$ cat src/rtl/wdt_guard_pkg.sv
package wdt_guard_pkg;

   // State of the post time-out reset window
   typedef enum logic {
      DLY_IDLE = 1'b0,
      DLY_RUN  = 1'b1
   } dly_state_e;

   // Number of selectable reset delay lengths
   localparam int unsigned DLY_CHOICES = 4;

   // Bit width that can hold a count up to and including val
   function automatic int unsigned bits_for(input int unsigned val);
      int unsigned w;
      w = 1;
      while ((64'd1 << w) <= 64'(val)) w++;
      return w;
   endfunction

endpackage

$ cat src/rtl/wdt_guard_period_cnt.sv
module wdt_guard_period_cnt #(
   parameter int unsigned CNT_W     = 20,
   parameter int unsigned N_PERIODS = 9,
   parameter int unsigned TAP_LO    = 4,
   parameter int unsigned TAP_STEP  = 2,
   parameter int unsigned SEL_W     = 4
) (
   input  logic             clk,
   input  logic             rst_n,
   input  logic             tick,
   input  logic             run,
   input  logic             clear,
   input  logic [SEL_W-1:0] sel,
   output logic             timeout
);

   logic [CNT_W-1:0] lim_tab [N_PERIODS];
   logic [CNT_W-1:0] lim;
   logic [CNT_W-1:0] cnt;
   logic             hit;

   // Terminal count of each period: 2^(TAP_LO + TAP_STEP*g) - 1
   for (genvar g = 0; g < N_PERIODS; g++) begin : g_lim
      localparam int unsigned EXPO = TAP_LO + TAP_STEP * g;
      assign lim_tab[g] = CNT_W'((64'd1 << EXPO) - 64'd1);
   end

   // Out-of-range selects fall back to the longest period
   always_comb begin
      lim = lim_tab[N_PERIODS-1];
      for (int i = 0; i < N_PERIODS; i++) begin
         if (sel == SEL_W'(i)) lim = lim_tab[i];
      end
   end

   // >= so that a shortened period fires on the next tick
   assign hit     = run & tick & ~clear & (cnt >= lim);
   assign timeout = hit;

   always_ff @(posedge clk) begin
      if (!rst_n) begin
         cnt <= '0;
      end else if (clear || !run) begin
         cnt <= '0;
      end else if (tick) begin
         cnt <= hit ? '0 : cnt + 1'b1;
      end
   end

endmodule

$ cat src/rtl/wdt_guard_rst_dly.sv
module wdt_guard_rst_dly
   import wdt_guard_pkg::*;
#(
   parameter int unsigned DLY_W = 11,
   parameter int unsigned DLY0  = 1026,
   parameter int unsigned DLY1  = 130,
   parameter int unsigned DLY2  = 18,
   parameter int unsigned DLY3  = 3
) (
   input  logic       clk,
   input  logic       rst_n,
   input  logic       tick,
   input  logic       clear,
   input  logic       start,
   input  logic [1:0] code,
   output logic       fire
);

   localparam logic [DLY_W-1:0] LEN [DLY_CHOICES] = '{
      DLY_W'(DLY0), DLY_W'(DLY1), DLY_W'(DLY2), DLY_W'(DLY3)
   };

   dly_state_e       st;
   logic [DLY_W-1:0] dcnt;
   logic [DLY_W-1:0] last;

   assign last = LEN[code] - 1'b1;
   assign fire = (st == DLY_RUN) & tick & ~clear & (dcnt >= last);

   always_ff @(posedge clk) begin
      if (!rst_n) begin
         st   <= DLY_IDLE;
         dcnt <= '0;
      end else if (clear || fire) begin
         st   <= DLY_IDLE;
         dcnt <= '0;
      end else if (st == DLY_RUN) begin
         if (tick) dcnt <= dcnt + 1'b1;
      end else if (start) begin
         st   <= DLY_RUN;
         dcnt <= '0;
      end
   end

endmodule

$ cat src/rtl/wdt_guard.sv
module wdt_guard
   import wdt_guard_pkg::*;
#(
   parameter int unsigned CNT_W     = 20,
   parameter int unsigned N_PERIODS = 9,
   parameter int unsigned TAP_LO    = 4,
   parameter int unsigned TAP_STEP  = 2,
   parameter int unsigned DLY0      = 1026,
   parameter int unsigned DLY1      = 130,
   parameter int unsigned DLY2      = 18,
   parameter int unsigned DLY3      = 3,
   parameter bit          HAS_RESET = 1'b1,
   localparam int unsigned SEL_W    = bits_for(N_PERIODS - 1),
   localparam int unsigned DLY_MAX  = (DLY0 > DLY1 ? DLY0 : DLY1) > (DLY2 > DLY3 ? DLY2 : DLY3)
                                    ? (DLY0 > DLY1 ? DLY0 : DLY1) : (DLY2 > DLY3 ? DLY2 : DLY3),
   localparam int unsigned DLY_W    = bits_for(DLY_MAX)
) (
   input  logic             clk,
   input  logic             rst_n,
   input  logic             wclk_en,
   input  logic             en,
   input  logic             force_on,
   input  logic [SEL_W-1:0] period_sel,
   input  logic             rst_en,
   input  logic [1:0]       dly_sel,
   input  logic             restart,
   input  logic             irq_clr,
   input  logic             sleep,
   output logic             irq,
   output logic             rst_pulse,
   output logic             wake_req
);

   // Elaboration-time parameter checks
   if (N_PERIODS < 2) begin : g_bad_n
      $error("wdt_guard: N_PERIODS must be at least 2");
   end
   if (TAP_LO + TAP_STEP * (N_PERIODS - 1) > CNT_W) begin : g_bad_tap
      $error("wdt_guard: longest period does not fit in CNT_W");
   end
   if (DLY0 == 0 || DLY1 == 0 || DLY2 == 0 || DLY3 == 0) begin : g_bad_dly
      $error("wdt_guard: delay lengths must be non-zero");
   end

   logic run;
   logic timeout;
   logic fire;
   logic flag_q;
   logic rst_q;
   logic wake_q;

   assign run = en | force_on;

   wdt_guard_period_cnt #(
      .CNT_W     (CNT_W),
      .N_PERIODS (N_PERIODS),
      .TAP_LO    (TAP_LO),
      .TAP_STEP  (TAP_STEP),
      .SEL_W     (SEL_W)
   ) u_period (
      .clk     (clk),
      .rst_n   (rst_n),
      .tick    (wclk_en),
      .run     (run),
      .clear   (restart | fire),
      .sel     (period_sel),
      .timeout (timeout)
   );

   if (HAS_RESET) begin : g_rst
      wdt_guard_rst_dly #(
         .DLY_W (DLY_W),
         .DLY0  (DLY0),
         .DLY1  (DLY1),
         .DLY2  (DLY2),
         .DLY3  (DLY3)
      ) u_dly (
         .clk   (clk),
         .rst_n (rst_n),
         .tick  (wclk_en),
         .clear (restart | ~run | ~rst_en),
         .start (timeout & rst_en),
         .code  (dly_sel),
         .fire  (fire)
      );
   end else begin : g_norst
      assign fire = 1'b0;
   end

   always_ff @(posedge clk) begin
      if (!rst_n) begin
         flag_q <= 1'b0;
         rst_q  <= 1'b0;
         wake_q <= 1'b0;
      end else begin
         rst_q  <= fire;
         wake_q <= timeout & sleep;
         if (fire)         flag_q <= 1'b0;
         else if (timeout) flag_q <= 1'b1;
         else if (irq_clr) flag_q <= 1'b0;
      end
   end

   assign irq       = flag_q;
   assign rst_pulse = rst_q;
   assign wake_req  = wake_q;

endmodule

$ cat config.mk
export PLATFORM = sky130hd
export DESIGN_NAME = wdt_guard
export DESIGN_NICKNAME = d
export VERILOG_FILES = /design/src/rtl/wdt_guard_pkg.sv /design/src/rtl/wdt_guard_period_cnt.sv /design/src/rtl/wdt_guard_rst_dly.sv /design/src/rtl/wdt_guard.sv
export SDC_FILE = /design/constraint.sdc
export NUM_CORES = 1
export LEC_CHECK = 0
export ABC_AREA = 0
export ABC_CLOCK_PERIOD_IN_PS = 7900
export CAP_MARGIN = 5
export CORE_MARGIN = 3
export CORE_UTILIZATION = 40
export DETAILED_ROUTE_END_ITERATION = 6
export PLACE_DENSITY_LB_ADDON = 0.15
export SETUP_SLACK_MARGIN = 0.1
export SYNTH_ARGS = -nofsm -noshare
export SYNTH_HDL_FRONTEND = slang
export SYNTH_SLANG_ARGS = --single-unit
$ cat constraint.sdc
create_clock -name clk -period 7.9 [get_ports clk]
set_input_delay 1.58 -clock clk [delete_from_list [all_inputs] [get_ports clk]]
set_output_delay 1.58 -clock clk [all_outputs]
set_load 0.005 [all_outputs]
==> results_dict.tcl <==
set metrics [dict create \
    path_class "in -> reg" \
    n_fill_cell 524 \
    avgSynthCellArea_um2 8.226 \
    die-area_um2 6438 \
    required_ps 8120 \
    cts_resized 0 \
    vias 1924 \
    cts_setup_buffers 0 \
    ys_async_sr_fraction_pct 0 \
    grt_use_total_pct 16.69 \
    cts_max_path_buffers 2 \
    placed_cells 346 \
    slowest_delay_ps 620 \
    clock-sinks 35 \
    tightest_slew_ps 773.8 \
    initial_core_util_pct 42.36 \
    hpwl_um 3593 \
    syn_nets 306 \
    min_path_cells 1 \
    grt_max_degree 21 \
    slew_viol_final 0 \
    hold_violations 0 \
    grt_overflow_total 0 \
    period_share_pct 54.33 \
    synth_flop_cell "dfxtp_1" \
    crit_family "compound AO/OA/AOI/OAI gates" \
    via_per_inst 5.435 \
    core_area_um2 5205 \
    ys_seq_area_share_pct 31.78 \
    clk_latency_ps 290 \
    hp-start "u_period.cnt[1]" \
    fmax_ghz 0.2330 \
    arrival_ps 4510 \
    critPathBufInv 1 \
    die_height_um 80.24 \
    cp-end-kind "flop" \
    pin_count 18 \
    placementRows 26 \
    final_nets 321 \
    relSlewSlack_pct 48.41 \
    hold_class "reg -> reg" \
    wl_um 4790 \
    finalSetupViolations 0 \
    holdBufCountCts 0 \
    met2_length_um 2184 \
    worst_r2r_endpoint "g_rst.u_dly.dcnt[9]" \
    cts_tree "done" \
    min_to "u_period.cnt[1]" \
    drt_pass1_iterations 4 \
    grt_pass1_vias 1846 \
    layout.cells.most_common "nor2_1" \
    first_iter_violations 75 \
    drc 0 \
    area_growth_pct 13.96 \
    layout_common_cells "nor2_1, dfxtp_1, nand2_1" \
    globalplace.congestion 0.8396 \
    portBuffers 17 \
    power_density_nw_per_um2 140.1 \
    r2r-start "g_rst.u_dly.dcnt[0]" \
    wl_met1_um 2288 \
    antenna_found_initial 0 \
    path_max_fanout 18 \
    fin_setup_tns_ps 0 \
    outcome "finished clean" \
    fin_cells 354 \
    synth_cell_types 43 \
    rrSetupSlack_ps 5270 \
    ir_drop_mv 0.07532 \
    cts.clk_slew.worst_paths_ps 70 \
    rsz0062_at_grt "no" \
    cp-start-kind "input port" \
    leakage_uw 0.0009363 \
    die_w_um 80.24 \
    ys.warnings.count 0 \
    routed-wl-met3_um 202 \
    top_layer "met4" \
    cts.root.buffer_cell "clkbuf_8" \
    fin_crit_ps 4292 \
    numCtsBuffers 5 \
    antenna_cells 0 \
    ant_nets 0 \
    ys_seq_elements 35 \
    synth_edf_count 0 \
    netlist_area_um2 2205 \
    htree_levels 2 \
    drt-wirelength-per-cell_um 13.53 \
    cp_slowest_cell "a311o_1" \
    skew_ps 7.241 \
    drv_cap 0 \
    synthCells 268 \
    reg2reg_depth 8 \
    drive_gt1_share_pct 7.746 \
    grt_pass1_wl_um 8500 \
    crit_path_cell_trace "clkdlybuf4s50_1 > nor4_1 > ha_1 > a211oi_1 > nor2_1 > nor4_1 > o21ai_0 > a311o_1 > nor2_1" \
]
worst max-delay path by stage:
stage                             to     startpoint  cells past startpoint
detailed placement   u_period.cnt[9]  period_sel[1]                      9
CTS                 u_period.cnt[16]  period_sel[1]                      9
global placement    u_period.cnt[17]  period_sel[2]                      9
finish              u_period.cnt[16]  period_sel[1]                      9
floorplan           u_period.cnt[10]  period_sel[3]                     11
global route        u_period.cnt[14]  period_sel[1]                      9
metrics by stage:
step / power (uW) / hold WS [ps] / worst slack (ps) / area (um^2) / utilization, %
detailed placement: 208.8 / 496.8 / 3307 / 2412 / 46.35
global placement: 208.4 / 500.7 / 3372 / 2412 / 46.35
global route: 370.1 / 542.0 / 3341 / 2512 / 48.27
finish: 351.9 / 507.5 / 3608 / 2512 / 48.27
floorplan: 197.6 / 468.2 / 4136 / 2205 / -
CTS: 356.9 / 514.1 / 3594 / 2512 / 48.27
flip-flops by register name (all words and copies together), names as in the netlist:
register          flops
g_rst.u_dly.st        1
wake_req              1
u_period.cnt         20
g_rst.u_dly.dcnt     11
irq                   1
rst_pulse             1
where the power goes:
group          switching (uW)  total, uW  leakage (uW)  internal (uW)
clock                    67.7        147     0.0000515           79.7
sequential              0.236        177      0.000282            177
combinational            15.0       27.7      0.000603           12.7
total                    83.0        352      0.000936            269
logic make-up (layout without fill, tap and decap cells):
family,after synthesis,count (layout),share of synthesized area [%]
compound gates,55,55,16.86
xor+xnor,18,18,7.151
fa+ha+maj,23,23,13.05
buf+inv,14,30,3.121
flops,35,35,31.78
mux,1,1,0.5107
simple gates,122,122,27.53
cell type report:
type                       instances  area (um^2)  area share, %
clock buffer                       8        100.1          3.984
inverter                           5        18.77         0.7470
multi-input combinational        219         1435          57.12
sequential                        35        700.7          27.89
tap                               70        87.58          3.486
timing repair buffer              17        170.2          6.773
metal layers:
layer / vias up / global-route usage [%]
li1: 1012 / -
met1: 867 / 21.02
met2: 36 / 27.15
met3: 9 / 4.372
met4: 0 / 6.250
met5: - / 0
cells in the mapped netlist (all sizes together) (3+ instances only):
library cell,count,area [um^2]
a21oi,10,50.05
a31o,3,26.28
a31oi,4,25.02
a41oi,5,43.79
and2,3,18.77
and3,6,42.54
buf,3,27.52
clkbuf,6,22.52
dfxtp,35,700.7
ha,23,287.8
inv,5,18.77
nand2,25,93.84
nand2b,4,25.02
nand3,11,55.05
nand4,14,87.58
nor2,39,148.9
nor3,4,20.02
nor4,4,25.02
o21a,3,22.52
o21ai,19,98.84
or2,5,31.28
or3,3,18.77
xnor2,4,35.03
xor2,14,122.6
(Power assumes the default switching activity.)
